`src/rtl/qseq_pkg.sv`:
```
package qseq_pkg;

  typedef enum logic [1:0] {
    PH_Q1 = 2'd0,
    PH_Q2 = 2'd1,
    PH_Q3 = 2'd2,
    PH_Q4 = 2'd3
  } phase_e;

  typedef enum logic [1:0] {
    CLS_IDLE,
    CLS_BRANCH,
    CLS_PEEK,
    CLS_RMW
  } op_class_e;

  localparam int unsigned OPC_W = 4;

  // next phase in the Q1..Q4 rotation
  function automatic phase_e phase_after(input phase_e p);
    logic [1:0] v;
    v = p;
    v = v + 2'd1;
    return phase_e'(v);
  endfunction

  // opcode to behaviour class: 0 idle, 1 branch, 2 read-only, rest read-modify-write
  function automatic op_class_e classify(input logic [31:0] opc);
    if (opc == 32'd0) return CLS_IDLE;
    if (opc == 32'd1) return CLS_BRANCH;
    if (opc == 32'd2) return CLS_PEEK;
    return CLS_RMW;
  endfunction

endpackage

```
`src/rtl/qseq_phase_gen.sv`:
```
module qseq_phase_gen
  import qseq_pkg::*;
(
  input  logic       clk,
  input  logic       rst_n,
  output phase_e     ph,
  output logic [3:0] ph_onehot
);

  phase_e ph_q;

  always_ff @(posedge clk) begin
    if (!rst_n) ph_q <= PH_Q1;
    else        ph_q <= phase_after(ph_q);
  end

  assign ph = ph_q;

  for (genvar g = 0; g < 4; g++) begin : g_dec
    assign ph_onehot[g] = (ph_q == phase_e'(2'(g)));
  end

endmodule

```
`src/rtl/qseq_fetch.sv`:
```
module qseq_fetch
  import qseq_pkg::*;
#(
  parameter int unsigned IW   = 16,
  parameter int unsigned PC_W = 10
) (
  input  logic            clk,
  input  logic            rst_n,
  input  phase_e          ph,
  input  logic [IW-1:0]   pm_rdata,
  output logic [PC_W-1:0] pc,
  output logic [IW-1:0]   ir,
  output logic            ev_pc_step,
  output logic            ev_branch
);

  logic [IW-1:0]   prefetch_q;
  logic [IW-1:0]   ir_q;
  logic [PC_W-1:0] pc_q;
  logic            started_q;
  logic            ir_is_branch;

  function automatic logic [PC_W-1:0] pc_next_seq(input logic [PC_W-1:0] p);
    return p + 1'b1;
  endfunction

  function automatic logic [PC_W-1:0] jump_target(input logic [IW-1:0] w);
    return w[PC_W-1:0];
  endfunction

  assign ir_is_branch = (classify(32'(ir_q[IW-1 -: OPC_W])) == CLS_BRANCH);
  assign ev_branch    = (ph == PH_Q1) && ir_is_branch;
  assign ev_pc_step   = (ph == PH_Q1) && started_q && !ir_is_branch;

  always_ff @(posedge clk) begin
    if (!rst_n) begin
      prefetch_q <= '0;
      ir_q       <= '0;
      pc_q       <= '0;
      started_q  <= 1'b0;
    end else begin
      if (ph == PH_Q4) prefetch_q <= pm_rdata;
      if (ph == PH_Q1) begin
        started_q <= 1'b1;
        if (ir_is_branch) begin
          pc_q <= jump_target(ir_q);
          ir_q <= '0;
        end else begin
          ir_q <= prefetch_q;
          if (started_q) pc_q <= pc_next_seq(pc_q);
        end
      end
    end
  end

  assign pc = pc_q;
  assign ir = ir_q;

endmodule

```
`src/rtl/qseq_exec.sv`:
```
module qseq_exec
  import qseq_pkg::*;
#(
  parameter int unsigned DA_W = 8,
  parameter int unsigned DW   = 8
) (
  input  logic             clk,
  input  logic             rst_n,
  input  phase_e           ph,
  input  logic [OPC_W-1:0] opc,
  input  logic [DA_W-1:0]  addr_field,
  input  logic [DW-1:0]    dm_rdata,
  input  logic [DW-1:0]    alu_result,
  output logic [DA_W-1:0]  dm_addr,
  output logic             dm_rd,
  output logic             dm_wr,
  output logic [DW-1:0]    dm_wdata,
  output logic             alu_en,
  output logic [DW-1:0]    alu_a
);

  op_class_e cls;
  logic      touches_data;
  logic [DW-1:0] operand_q;
  logic [DW-1:0] result_q;

  assign cls          = classify(32'(opc));
  assign touches_data = (cls == CLS_PEEK) || (cls == CLS_RMW);

  assign dm_addr = addr_field;
  assign dm_rd   = (ph == PH_Q2) && touches_data;
  assign alu_en  = (ph == PH_Q3) && touches_data;
  assign dm_wr   = (ph == PH_Q4) && (cls == CLS_RMW);

  always_ff @(posedge clk) begin
    if (!rst_n) begin
      operand_q <= '0;
      result_q  <= '0;
    end else begin
      if (dm_rd)  operand_q <= dm_rdata;
      if (alu_en) result_q  <= alu_result;
    end
  end

  assign alu_a    = operand_q;
  assign dm_wdata = result_q;

endmodule

```
`src/rtl/qseq_top.sv`:
```
module qseq_top
  import qseq_pkg::*;
#(
  parameter int unsigned IW   = 16,
  parameter int unsigned PC_W = 10,
  parameter int unsigned DA_W = 8,
  parameter int unsigned DW   = 8
) (
  input  logic             clk,
  input  logic             rst_n,
  output logic [PC_W-1:0]  pm_addr,
  input  logic [IW-1:0]    pm_rdata,
  output logic [DA_W-1:0]  dm_addr,
  output logic             dm_rd,
  input  logic [DW-1:0]    dm_rdata,
  output logic             dm_wr,
  output logic [DW-1:0]    dm_wdata,
  output logic [OPC_W-1:0] alu_op,
  output logic             alu_en,
  output logic [DW-1:0]    alu_a,
  input  logic [DW-1:0]    alu_result,
  output logic [3:0]       phase,
  output logic [IW-1:0]    ir_word
);

  localparam int unsigned OPC_LSB = IW - OPC_W;

  phase_e ph;
  logic   ev_pc_step;
  logic   ev_branch;

  qseq_phase_gen u_phase (
    .clk       (clk),
    .rst_n     (rst_n),
    .ph        (ph),
    .ph_onehot (phase)
  );

  qseq_fetch #(.IW(IW), .PC_W(PC_W)) u_fetch (
    .clk        (clk),
    .rst_n      (rst_n),
    .ph         (ph),
    .pm_rdata   (pm_rdata),
    .pc         (pm_addr),
    .ir         (ir_word),
    .ev_pc_step (ev_pc_step),
    .ev_branch  (ev_branch)
  );

  assign alu_op = ir_word[OPC_LSB +: OPC_W];

  qseq_exec #(.DA_W(DA_W), .DW(DW)) u_exec (
    .clk        (clk),
    .rst_n      (rst_n),
    .ph         (ph),
    .opc        (ir_word[OPC_LSB +: OPC_W]),
    .addr_field (ir_word[DA_W-1:0]),
    .dm_rdata   (dm_rdata),
    .alu_result (alu_result),
    .dm_addr    (dm_addr),
    .dm_rd      (dm_rd),
    .dm_wr      (dm_wr),
    .dm_wdata   (dm_wdata),
    .alu_en     (alu_en),
    .alu_a      (alu_a)
  );

endmodule

```
`config.mk`:
```
export PLATFORM = sky130hd
export DESIGN_NAME = qseq_top
export DESIGN_NICKNAME = d
export VERILOG_FILES = /design/src/rtl/qseq_pkg.sv /design/src/rtl/qseq_phase_gen.sv /design/src/rtl/qseq_fetch.sv /design/src/rtl/qseq_exec.sv /design/src/rtl/qseq_top.sv
export SDC_FILE = /design/constraint.sdc
export NUM_CORES = 1
export LEC_CHECK = 0
export ABC_AREA = 0
export BUFFER_PORTS_ARGS = -buffer_cell sky130_fd_sc_hd__buf_2
export CORE_MARGIN = 4
export CORE_UTILIZATION = 44
export DETAILED_ROUTE_END_ITERATION = 10
export HOLD_SLACK_MARGIN = 0.06
export PLACE_DENSITY = 0.78
export SLEW_MARGIN = 20
export SYNTH_ARGS = -nofsm -noshare
export SYNTH_HDL_FRONTEND = slang
export SYNTH_SLANG_ARGS = --single-unit
```
`constraint.sdc`:
```
create_clock -name clk -period 1.69 [get_ports clk]
set_input_delay 0.338 -clock clk [delete_from_list [all_inputs] [get_ports clk]]
set_output_delay 0.338 -clock clk [all_outputs]
set_load 0.005 [all_outputs]
```
== After elaboration in Yosys (flattened, before gate mapping) ==
Cells that the tools add are included.

* Input bits: 34
* Register bits: 61
* Word-level logic and storage cells: 40
* Output and inout bits: 61

* Muxes and demuxes: 15
* Reductions and logical operators: 8
* Add/subtract/negate cells: 2
* Eq/ne operators: 8

{| class="wikitable"
|+ Operator list
! kind !! count
|-
| two-way mux 10 bit || 2
|-
| two-way mux 16 bit || 1
|-
| two-way mux 2 bit || 6
|-
| adder 10 x 1 -> 10 bit (second input constant) || 1
|-
| == test 2 bit (second input constant) || 4
|-
| two-way mux 1 bit || 6
|-
| == test 2 x 1 -> 1 bit (second input constant) || 2
|-
| == test 4 x 1 -> 1 bit (second input constant) || 1
|-
| == test 4 x 2 -> 1 bit (second input constant) || 1
|-
| logical NOT 4 bit || 1
|-
| logical AND 1 bit || 3
|-
| adder 2 x 1 -> 2 bit (second input constant) || 1
|-
| logical NOT 2 bit || 1
|-
| AND reduction 2 bit || 1
|-
| nonzero test 2 bit || 1
|-
| logical OR 1 bit || 1
|}

== Logic depth before layout (Yosys ltp) ==
Gate-level depths: netlist (run 1).

* Word-level depth: 11
* Gate-level depth with buffers: 7
* Gate-level depth less buffers: 6

== Hierarchy ==
From an unflattened synthesis (run 1), not the netlist that was laid out.

* Cell total of the unflattened synthesis: 324
* Area total of the unflattened synthesis: 2712.6 µm²

{| class="wikitable"
|+ By module, submodules not included
! module !! cells each !! area an instance (µm²) !! seq. area each (µm²) !! times used
|-
| qseq_fetch || 227 || 1830.5 || 860.8 || 1
|-
| qseq_exec || 83 || 734.5 || 320.3 || 1
|-
| qseq_phase_gen || 10 || 117.6 || 40.0 || 1
|-
| qseq_top || 4 || 30.0 || 0.0 || 1
|}

== Least setup slack after synthesis (run 1) ==
Ideal clock, no wire load.

* Path type: register to output
* Start: reg u_phase.ph_q[0] (netlist: u_phase.ph[0])
* End: out dm_wr
* Buffers on the path: 2
* Cell stages (with the launch flop): 5
* Required time: 1352 ps
* Arrival: 1395 ps
* Slack: -43 ps
* Cells stage by stage: dfxtp_1 ha_1 clkbuf_1 buf_2 nor2b_1

* Cells in the longest elaborated chain, start to end: 2

{| class="wikitable"
|+ RTL lines
! element !! line !! source
|-
| start: declaration || qseq_phase_gen.sv:10 || <nowiki>phase_e ph_q;</nowiki>
|-
| start signal: assignment || qseq_phase_gen.sv:14 || <nowiki>else ph_q <= phase_after(ph_q);</nowiki>
|-
| == test 2 bit || n/a ||
|-
| via phase[3] || qseq_top.sv:22 || <nowiki>output logic [3:0] phase,</nowiki>
|-
| logical AND 1 bit || qseq_exec.sv:33 || <nowiki>assign dm_wr = (ph == PH_Q4) && (cls == CLS_RMW);</nowiki>
|-
| end: declaration || qseq_top.sv:16 || <nowiki>output logic dm_wr,</nowiki>
|}

The timed path passes the listed nets, and every way through them passes these cells.

== Worst setup path after layout (run 1) ==
* Start: reg u_fetch.ir_q[13] (netlist: u_fetch.ir[13])
* End: out dm_rd

* Cells in the longest elaborated chain, start to end: 10
* Elaborated cells between the ends (all ways): 18
* Those cells by class: 4 x eq/ne; 11 x mux; 3 x reduce/logical

{| class="wikitable"
|+ RTL lines
! element !! line !! source
|-
| start: declaration || qseq_fetch.sv:18 || <nowiki>logic [IW-1:0] ir_q;</nowiki>
|-
| start signal: assignment || qseq_fetch.sv:49 || <nowiki>ir_q <= prefetch_q;</nowiki>
|-
| == test 4 x 2 -> 1 bit || qseq_pkg.sv:31 || <nowiki>if (opc == 32'd2) return CLS_PEEK;</nowiki>
|-
| two-way mux 1 bit (2 in a row) || qseq_pkg.sv:31 ||
|-
| two-way mux 1 bit || qseq_pkg.sv:30 || <nowiki>if (opc == 32'd1) return CLS_BRANCH;</nowiki>
|-
| two-way mux 2 bit || qseq_pkg.sv:32 || <nowiki>return CLS_RMW;</nowiki>
|-
| two-way mux 2 bit || qseq_pkg.sv:31 ||
|-
| two-way mux 2 bit * || qseq_pkg.sv:30 ||
|-
| == test 2 bit || qseq_exec.sv:28 || <nowiki>assign touches_data = (cls == CLS_PEEK) || (cls == CLS_RMW);</nowiki>
|-
| logical OR 1 bit * || qseq_exec.sv:28 ||
|-
| logical AND 1 bit * || qseq_exec.sv:31 || <nowiki>assign dm_rd = (ph == PH_Q2) && touches_data;</nowiki>
|-
| end: declaration || qseq_top.sv:14 || <nowiki>output logic dm_rd,</nowiki>
|}

Every way passes the cells marked *; elsewhere a longest branch is shown, timed or not. The select of a mux whose other input is x is not followed.

==> results.json, run 1 <==
{
  "slowest_delay_ns": 0.41,
  "reg2regPathDepth": 4,
  "synth-simple-area-share": 0.223,
  "hpwl_um": 5070,
  "max_clock_freq_ghz": 0.604,
  "path_buf_inv": 2,
  "cts_made_buffers": 9,
  "setup_violations": 0,
  "drtPass1Iterations": 4,
  "hold_viol": 0,
  "avgSynthCellArea_um2": 8.73,
  "yosysWarnings": 0,
  "status": "completed",
  "root_buffer": "clkbuf_8",
  "finalNonFillerCells": 473,
  "wirelength_um": 6850,
  "post-route-min-period_ns": 1.66,
  "use_met3": 0.0768,
  "synth_nets": 342,
  "top_usage_layer": "met2",
  "end_kind": "output pin",
  "cap_violations": 0,
  "synth_xor_area_frac": 0,
  "crit_arrival_ns": 1.32,
  "antenna_cells": 0,
  "fin_ws_ns": 0.0346,
  "vias_per_cell": 5.16,
  "clockBufferDepth": 2,
  "ys_top_cells_by_count": "dfxtp_1 (61), a21oi_1 (40), nand3_1 (34)",
  "drive_above_1_share": 0.362,
  "hold_class": "in2reg",
  "synth_cell_types": 42,
  "hold-path-cell-count": 3,
  "powerDensity_mw_per_mm2": 862,
  "ant_nets": 0,
  "required_ns": 1.35,
  "drt_iter0_drc": 108,
  "synth_area_mm2": 0.00264,
  "io_buffers": 94,
  "grt_antenna_before_repair": 0,
  "p_leak_nw": 1.48,
  "post-route-period-util": 0.980,
  "grt_pass1_wl_um": 11500,
  "synth.top_cell.area_share": 0.462,
  "ys_top_cells_by_area": "dfxtp_1 (46%), a21oi_1 (7.6%), mux2i_1 (6.8%)",
  "grt_overflow": 0,
  "area_growth_pct": 27.7,
  "use_met1": 0.232,
  "fp.dieH_um": 85.5,
  "crit_family": "simple AND/OR/NAND/NOR gates",
  "crit_cells": 4,
  "path_cells": "or3_4, nand2_2, inv_1, buf_2",
  "tightest_slew_ns": 0.452,
  "drcViolationCount": 0,
  "wire_per_inst_um": 14.5,
  "cts_tree": "yes",
  "grt_use_total": 0.197,
  "muxShareOfSynthArea": 0.0681,
  "worstSkewPairLatency_ns": 0.33,
  "rsz0062_at_grt": "true",
  "yosysMostFrequentCell": "dfxtp_1",
  "preCtsSetupSlack_ns": 0.0422,
  "htreeDepth": 3,
  "crit_fanout": 6,
  "synth-compound-area-share": 0.142,
  "yosys_register_bits": 61,
  "startpoint_type": "register",
  "start_util": 0.466,
  "rows": 27,
  "place.gp.congestion": 0.831,
  "crit_path_top_delay_cell": "or3_4",
  "fin_area_mm2": 0.00338,
  "synthAdderAreaFrac": 0.0237,
  "clk_pin_slew_worst_paths_ns": 0.06,
  "dieArea_mm2": 0.00731,
  "dpl_cell_area_mm2": 0.00318,
  "grt_pass1_vias": 2420,
  "relSlewSlack": 0.698,
  "num_io_pins": 95,
  "die_w_um": 85.5,
  "synth-async-reset-ratio": 0,
  "cts_hold_buffers": 0,
  "postLayoutCoreUtil": 0.595,
  "synth_ff_type": "dfxtp_1",
  "core_mm2": 0.00568,
  "vias": 2441,
  "cts.sinks": 61,
  "skew_ns": 0.00502,
  "total_power_mw": 2.91,
  "grt_max_degree": 33,
  "crit_type": "reg2out",
  "yosysSeqAreaShare": 0.462,
  "drv_slew": 0,
  "synth-edff-count": 0,
  "synth_top_family_by_area": "simple AND/OR/NAND/NOR gates",
  "yosysTopAreaCell": "dfxtp_1",
  "ir_drop_uv": 551,
  "met2_usage": 0.321,
  "synthCells": 303,
  "final_nets": 436,
  "placed_cells": 457
}
[logic make-up (layout without fill, tap and decap cells)]
group / Yosys count / count (layout)
AO/OA/AOI/OAI: 62 / 62
adder cells (fa/ha/maj): 5 / 5
buffers and inverters: 38 / 136
flip-flops: 61 / 61
multiplexers: 18 / 18
AND/OR/NAND/NOR: 119 / 119
[state kept, by name, summed over array words and instances, names as in the netlist]
signal and cells:
u_exec.alu_a 8, u_fetch.started_q 1, u_exec.dm_wdata 8, u_fetch.prefetch_q 16, u_phase.ph 2, u_fetch.ir 16, u_fetch.pc 10
[worst min-delay path: cells and delay by family]
family / cells / cell delay, ns
and+or+nand+nor: 1 / 0.07
buffers and inverters: 1 / 0.07
muxes: 1 / 0.05
[per-stage QoR]
step	hold WS, ns	TNS [ns]
after floorplan	0.433	0
after global placement	0.439	0
after detailed placement	0.444	0
after CTS	0.230	-0.103
after global routing	0.235	-0.0253
final	0.246	0
[worst paths after layout]
check	from	to	slack (ns)
min	pm_rdata[10]	u_fetch.prefetch_q[10]	0.25
max	u_fetch.ir[13]	dm_rd	0.03
min reg2reg	u_phase.ph[0]	u_phase.ph[0]	0.44
max reg2reg	u_fetch.ir[15]	u_fetch.pc[4]	0.07
[placed cells by master, fill, tap and decap left out, types with 2 or more instances in the layout]
cell / n
nand2_1: 28
and2_1: 3
o31a_1: 2
nor3_1: 3
a21oi_1: 40
o21ai_0: 4
nor2_1: 24
dfxtp_2: 4
ha_1: 2
nand2b_1: 14
clkbuf_8: 10
clkbuf_1: 3
clkinv_2: 2
ha_2: 3
o21a_1: 3
nand3_1: 34
buf_4: 21
buf_2: 94
mux2i_1: 18
inv_1: 3
nand4_1: 3
inv_2: 2
dfxtp_1: 57
o22ai_1: 2
[power by group]
| part | leakage, nW | switching (mW) | internal, mW |
|---|---|---|---|
| sequential | 0.495 | 0.0285 | 1.48 |
| clock | 0.0833 | 0.515 | 0.561 |
| combinational | 0.899 | 0.175 | 0.155 |
[layer usage]
| metal | part of all wire | routed length, um |
|---|---|---|
| met4 | 0.020 | 140 |
| met2 | 0.48 | 3280 |
| met3 | 0.083 | 570 |
| met1 | 0.42 | 2860 |
| met5 | 0 | 0 |
[layout make-up]
class / count / area [um^2]
Fill cell: 487 / 2300
Inverter: 5 / 18.8
Clock buffer: 13 / 149
Tap cell: 72 / 90.1
Clock inverter: 2 / 10.0
Sequential cell: 61 / 1230
Timing Repair Buffer: 116 / 648
Multi-Input combinational cell: 204 / 1230
[what timing repair did]
action,in CTS,in global routing
gates resized for setup,7,7
buffers inserted,2,0
setup endpoints to repair,2,12
pin swaps,1,3
(Power assumes the default switching activity.)
==> inputs of run 2 (changes only) <==
--- a/config.mk
+++ b/config.mk
@@ -8,10 +8,10 @@
 export ABC_AREA = 0
 export BUFFER_PORTS_ARGS = -buffer_cell sky130_fd_sc_hd__buf_2
 export CORE_MARGIN = 4
-export CORE_UTILIZATION = 44
+export CORE_UTILIZATION = 49
 export DETAILED_ROUTE_END_ITERATION = 10
 export HOLD_SLACK_MARGIN = 0.06
-export PLACE_DENSITY = 0.78
+export PLACE_DENSITY = 0.82
 export SLEW_MARGIN = 20
 export SYNTH_ARGS = -nofsm -noshare
 export SYNTH_HDL_FRONTEND = slang
==> constraint.sdc (replaced) <==
create_clock -name clk -period 1.6 [get_ports clk]
set_input_delay 0.32 -clock clk [delete_from_list [all_inputs] [get_ports clk]]
set_output_delay 0.32 -clock clk [all_outputs]
set_load 0.005 [all_outputs]
==> results.json, run 2 (synthesis gave the netlist of run 1 again) <==
{
  "status": "finished with violations",
  "violations": "setup timing",
  "post-route-min-period_ns": 1.75,
  "worst-r2r-setup-slack_ns": -0.07,
  "root_buffer": "clkbuf_8",
  "core_mm2": 0.00517,
  "num_io_pins": 95,
  "crit_family": "simple AND/OR/NAND/NOR gates",
  "p_sw_frac": 0.249,
  "rows": 26,
  "antenna_cells": 0,
  "cts.sinks": 61,
  "tightest_slew_ns": 0.341,
  "area_growth_pct": 35.0,
  "dr_wl_met3_um": 552,
  "startpoint_type": "register",
  "crit_fanout": 4,
  "hpwl_um": 4830,
  "start_util": 0.511,
  "setup_violations": 24,
  "ant_nets": 0,
  "path_cells": "buf_6, or3_4, nand2_2, inv_2, buf_2",
  "p_leak_nw": 1.56,
  "vias_per_cell": 5.39,
  "crit_type": "reg2out",
  "clk_pin_slew_worst_paths_ns": 0.06,
  "fillCellCount": 400,
  "relSlewSlack": 0.773,
  "reg2reg_from": "u_fetch.ir[15]",
  "slowest_delay_ns": 0.41,
  "grt_antenna_before_repair": 0,
  "wirelength_um": 7610,
  "vias": 2610,
  "worstSkewPairLatency_ns": 0.33,
  "cts_made_buffers": 9,
  "die_w_um": 81.5,
  "post-route-period-util": 1.09,
  "place.gp.congestion": 0.889,
  "final_cell_mix": "buf_2 (93), dfxtp_1 (57), a21oi_1 (39), nand3_1 (34)",
  "hold_class": "in2reg",
  "grt_max_degree": 38,
  "end_kind": "output pin",
  "powerDensity_mw_per_mm2": 869,
  "p_sw_mw": 0.772,
  "top_layer": "met4",
  "cap_violations": 0,
  "drtPass1Iterations": 4,
  "r2r-end": "u_exec.dm_wdata[6]",
  "drv_slew": 0,
  "grt_use_total": 0.209,
  "whs_endpoint": "u_fetch.prefetch_q[12]",
  "path_buf_inv": 3,
  "io_buffers": 94,
  "crit_arrival_ns": 1.43,
  "clockBufferDepth": 2,
  "hold_viol": 0,
  "mostFrequentLayoutCell": "buf_2",
  "wl_met1_um": 3160,
  "required_ns": 1.28,
  "ir_drop_uv": 522,
  "rsz0062_at_grt": "true",
  "final_nets": 453,
  "crit_path_top_delay_cell": "or3_4",
  "cts_hold_buffers": 0,
  "preCtsSetupSlack_ns": -0.0135,
  "fin_ws_ns": -0.151,
  "skew_ns": 0.00620,
  "hold-path-cell-count": 3,
  "placed_cells": 456,
  "cts_tree": "yes",
  "finalNonFillerCells": 484,
  "htreeDepth": 3,
  "p_seq_frac": 0.515,
  "power.internal_mw": 2.33,
  "drive_above_1_share": 0.399,
  "tns_ns": -1.35,
  "combPwrFrac": 0.134,
  "grt_pass1_wl_um": 10700,
  "drcViolationCount": 0,
  "grt_overflow": 0,
  "drt_iter0_drc": 192,
  "max_clock_freq_ghz": 0.571,
  "fp.dieH_um": 81.5,
  "grt_pass1_vias": 2362,
  "min-delay-start": "pm_rdata[12]",
  "dieArea_mm2": 0.00663,
  "wl_met2_um": 3640,
  "clkPwrFrac": 0.351,
  "reg2regPathDepth": 8,
  "wire_per_inst_um": 15.7
}
## run 2: routing by layer
metal,vias to the layer above,track usage
met2,108,0.321
met4,0,0.108
met3,23,0.0658
met1,1225,0.261
met5,-,0
li1,1254,-
## run 2: worst max path at each step
stage | slack [ns] | cells past startpoint | start | to
2_1_floorplan | 0.05 | 4 | u_fetch.ir[15] | u_fetch.pc[8]
3_3_place_gp | 0.03 | 3 | u_fetch.ir[15] | u_fetch.pc[8]
3_5_place_dp | -0.01 | 5 | u_fetch.ir[14] | u_fetch.pc[4]
4_1_cts | -0.13 | 5 | u_fetch.ir[13] | alu_en
5_1_grt | -0.21 | 5 | u_fetch.ir[15] | dm_rd
6_report | -0.15 | 5 | u_fetch.ir[15] | dm_rd
## run 2: final cells by class
class,instances,area (um^2),share of cell area
well taps,70,87.6,0.0245
inverters,5,18.8,0.00526
flip-flops and latches,61,1230,0.343
multi-input cells,204,1260,0.354
clock buffers,11,141,0.0396
repair buffers,133,833,0.233
## run 2: per-stage QoR
stage	total power, mW	area, um^2	hold slack, ns	utilization
finish	3.10	3570	0.225	0.690
global route	3.23	3570	0.222	0.690
CTS	3.05	3420	0.221	0.662
detailed placement	1.97	3180	0.445	0.615
global placement	1.96	3180	0.439	0.615
floorplan	1.82	2650	0.433	-
## run 2: worst reg2reg max path, cell delays in order (launching register included)
cell and delay (ns):
dfxtp_2 0.33, buf_6 0.12, or3_4 0.41, buf_4 0.16, buf_4 0.13, buf_4 0.13, buf_6 0.14, nand3_1 0.09
a21oi_1 0.06
## run 2: timing repair
item / 4_1_cts / 5_1_grt
resized for setup: 11 / 21
pin swaps: 5 / 5
endpoints found under the hold margin: 0 / 0
gates cloned: 0 / 2
setup endpoints to repair: 5 / 39
setup buffers: 8 / 7
## run 2: power by group through the flow
stage / sequential (mW) / combinational (mW) / clock [mW]
after CTS: 1.59 / 0.362 / 1.10
after floorplan: 1.62 / 0.201 / 0
after global placement: 1.62 / 0.339 / 0
final: 1.60 / 0.415 / 1.09
after global routing: 1.60 / 0.448 / 1.18
after detailed placement: 1.62 / 0.345 / 0
==> inputs of run 3 (changes only) <==
--- a/config.mk
+++ b/config.mk
@@ -7,6 +7,7 @@
 export LEC_CHECK = 0
 export ABC_AREA = 0
 export BUFFER_PORTS_ARGS = -buffer_cell sky130_fd_sc_hd__buf_2
+export CORE_ASPECT_RATIO = 0.6
 export CORE_MARGIN = 4
 export CORE_UTILIZATION = 49
 export DETAILED_ROUTE_END_ITERATION = 10
==> results.json, run 3 (synthesis gave the netlist of run 1 again) <==
{
  "min-delay-start": "pm_rdata[8]",
  "p_sw_mw": 0.832,
  "mostFrequentLayoutCell": "buf_2",
  "crit_family": "simple AND/OR/NAND/NOR gates",
  "grt_use_total": 0.219,
  "multi_input_area_mm2": 0.00128,
  "drt_iter0_drc": 159,
  "drive_above_1_share": 0.399,
  "drtPass1Iterations": 4,
  "crit_type": "reg2out",
  "grt_max_degree": 26,
  "path_buf_inv": 3,
  "antenna_cells": 0,
  "max_clock_freq_ghz": 0.573,
  "fillCellCount": 386,
  "grt_antenna_before_repair": 0,
  "grt_pass1_vias": 2412,
  "clk_pin_slew_worst_paths_ns": 0.07,
  "num_io_pins": 95,
  "wirelength_um": 7150,
  "final_nets": 445,
  "hpwl_um": 5070,
  "relSlewSlack": 0.679,
  "wire_per_inst_um": 15.0,
  "slowest_delay_ns": 0.40,
  "clkPwrFrac": 0.437,
  "reg2reg_from": "u_fetch.ir[15]",
  "crit_path_top_delay_cell": "or3_4",
  "drv_slew": 0,
  "startpoint_type": "register",
  "combPwrFrac": 0.113,
  "cts_made_buffers": 9,
  "ff_latch_area_mm2": 0.00123,
  "postLayoutCoreUtil": 0.701,
  "crit_fanout": 3,
  "die_w_um": 103,
  "setup_violations": 4,
  "crit_arrival_ns": 1.42,
  "rsz0062_at_grt": "true",
  "clockBufferDepth": 2,
  "rows": 20,
  "area_growth_pct": 36.0,
  "p_seq_frac": 0.450,
  "violations": "setup timing",
  "tns_ns": -0.397,
  "dieArea_mm2": 0.00667,
  "path_cells": "buf_6, or3_4, nand2_2, inv_2, buf_2",
  "grt_pass1_wl_um": 11300,
  "p_leak_nw": 1.57,
  "required_ns": 1.28,
  "finalNonFillerCells": 477,
  "ant_nets": 0,
  "worstSkewPairLatency_ns": 0.34,
  "start_util": 0.515,
  "root_buffer": "clkbuf_8",
  "htreeDepth": 3,
  "end_kind": "output pin",
  "place.gp.congestion": 0.905,
  "skew_ns": 0.00851,
  "cap_violations": 0,
  "post-route-min-period_ns": 1.74,
  "cts_tree": "yes",
  "total_power_mw": 3.55,
  "hold_viol": 0,
  "fp.dieH_um": 64.9,
  "powerDensity_mw_per_mm2": 986,
  "power.internal_mw": 2.71,
  "fin_ws_ns": -0.144,
  "core_mm2": 0.00513,
  "cp-startpoint": "u_fetch.ir[15]",
  "drcViolationCount": 0,
  "ir_drop_uv": 699,
  "placed_cells": 456,
  "preCtsSetupSlack_ns": -0.0710,
  "p_sw_frac": 0.235,
  "grt_overflow": 0,
  "hold_class": "in2reg",
  "vias": 2575,
  "tightest_slew_ns": 0.481,
  "cts.sinks": 61,
  "status": "finished with violations",
  "io_buffers": 94,
  "cts_hold_buffers": 0,
  "post-route-period-util": 1.09,
  "vias_per_cell": 5.40,
  "final_cell_mix": "buf_2 (93), dfxtp_1 (57), a21oi_1 (40), nand3_1 (34), nand2_1 (28)"
}
==> run 3: cell types whose count changed in the layout (fill, tap and decap cells not counted), sizes merged <==
cell    before  now
clkinv       0    2
buf        132  125
bufinv       0    2
==> run 3: metrics by stage <==
step	hold WS [ns]	instance area, um^2
floorplan	0.433	2650
global placement	0.439	3210
detailed placement	0.447	3210
CTS	0.208	3520
global route	0.212	3600
finish	0.214	3600
==> run 3: worst paths after layout <==
| kind | endpoint | slack, ns | depth (start not counted) |
|---|---|---|---|
| hold reg to reg | u_exec.dm_wdata[3] | 0.45 | 2 |
| setup reg to reg | u_fetch.pc[3] | -0.11 | 4 |
| hold / removal | u_fetch.prefetch_q[8] | 0.21 | 3 |
| setup / recovery | dm_rd | -0.14 | 5 |
==> run 3: cell type report <==
| class | instances | area share |
|---|---|---|
| clock buffer | 12 | 0.0431 |
| clock inverter | 4 | 0.0195 |
| inverter | 5 | 0.00522 |
| multi-input combinational | 204 | 0.356 |
| sequential | 61 | 0.342 |
| tap | 66 | 0.0230 |
| timing repair buffer | 125 | 0.211 |
==> run 3: power groups by stage <==
stage / Clock (mW) / Combinational [mW] / Sequential, mW
final: 1.55 / 0.401 / 1.60
after global routing: 1.64 / 0.440 / 1.60
after CTS: 1.57 / 0.372 / 1.59
after detailed placement: 0 / 0.350 / 1.62
after global placement: 0 / 0.342 / 1.62
after floorplan: 0 / 0.201 / 1.62
==> run 3: metal layers <==
metal / global-route usage / up-vias / routed length [um]
met5: 0 / - / 0
met4: 0.0759 / 0 / 108
met3: 0.0796 / 13 / 690
met2: 0.326 / 116 / 3130
met1: 0.293 / 1196 / 3230
li1: - / 1250 / -
==> run 3: what timing repair did <==
item | in CTS | in global routing
buffers inserted | 3 | 2
gates cloned | 0 | 0
pin swaps | 3 | 4
resized for setup | 19 | 19
endpoints found under the setup margin | 14 | 24
==> run 3: worst min-delay path, delay by kind of cell <==
kind                   cells  cell delay, ns
multiplexers               1            0.06
buffers and inverters      1            0.07
AND/OR/NAND/NOR            1            0.07
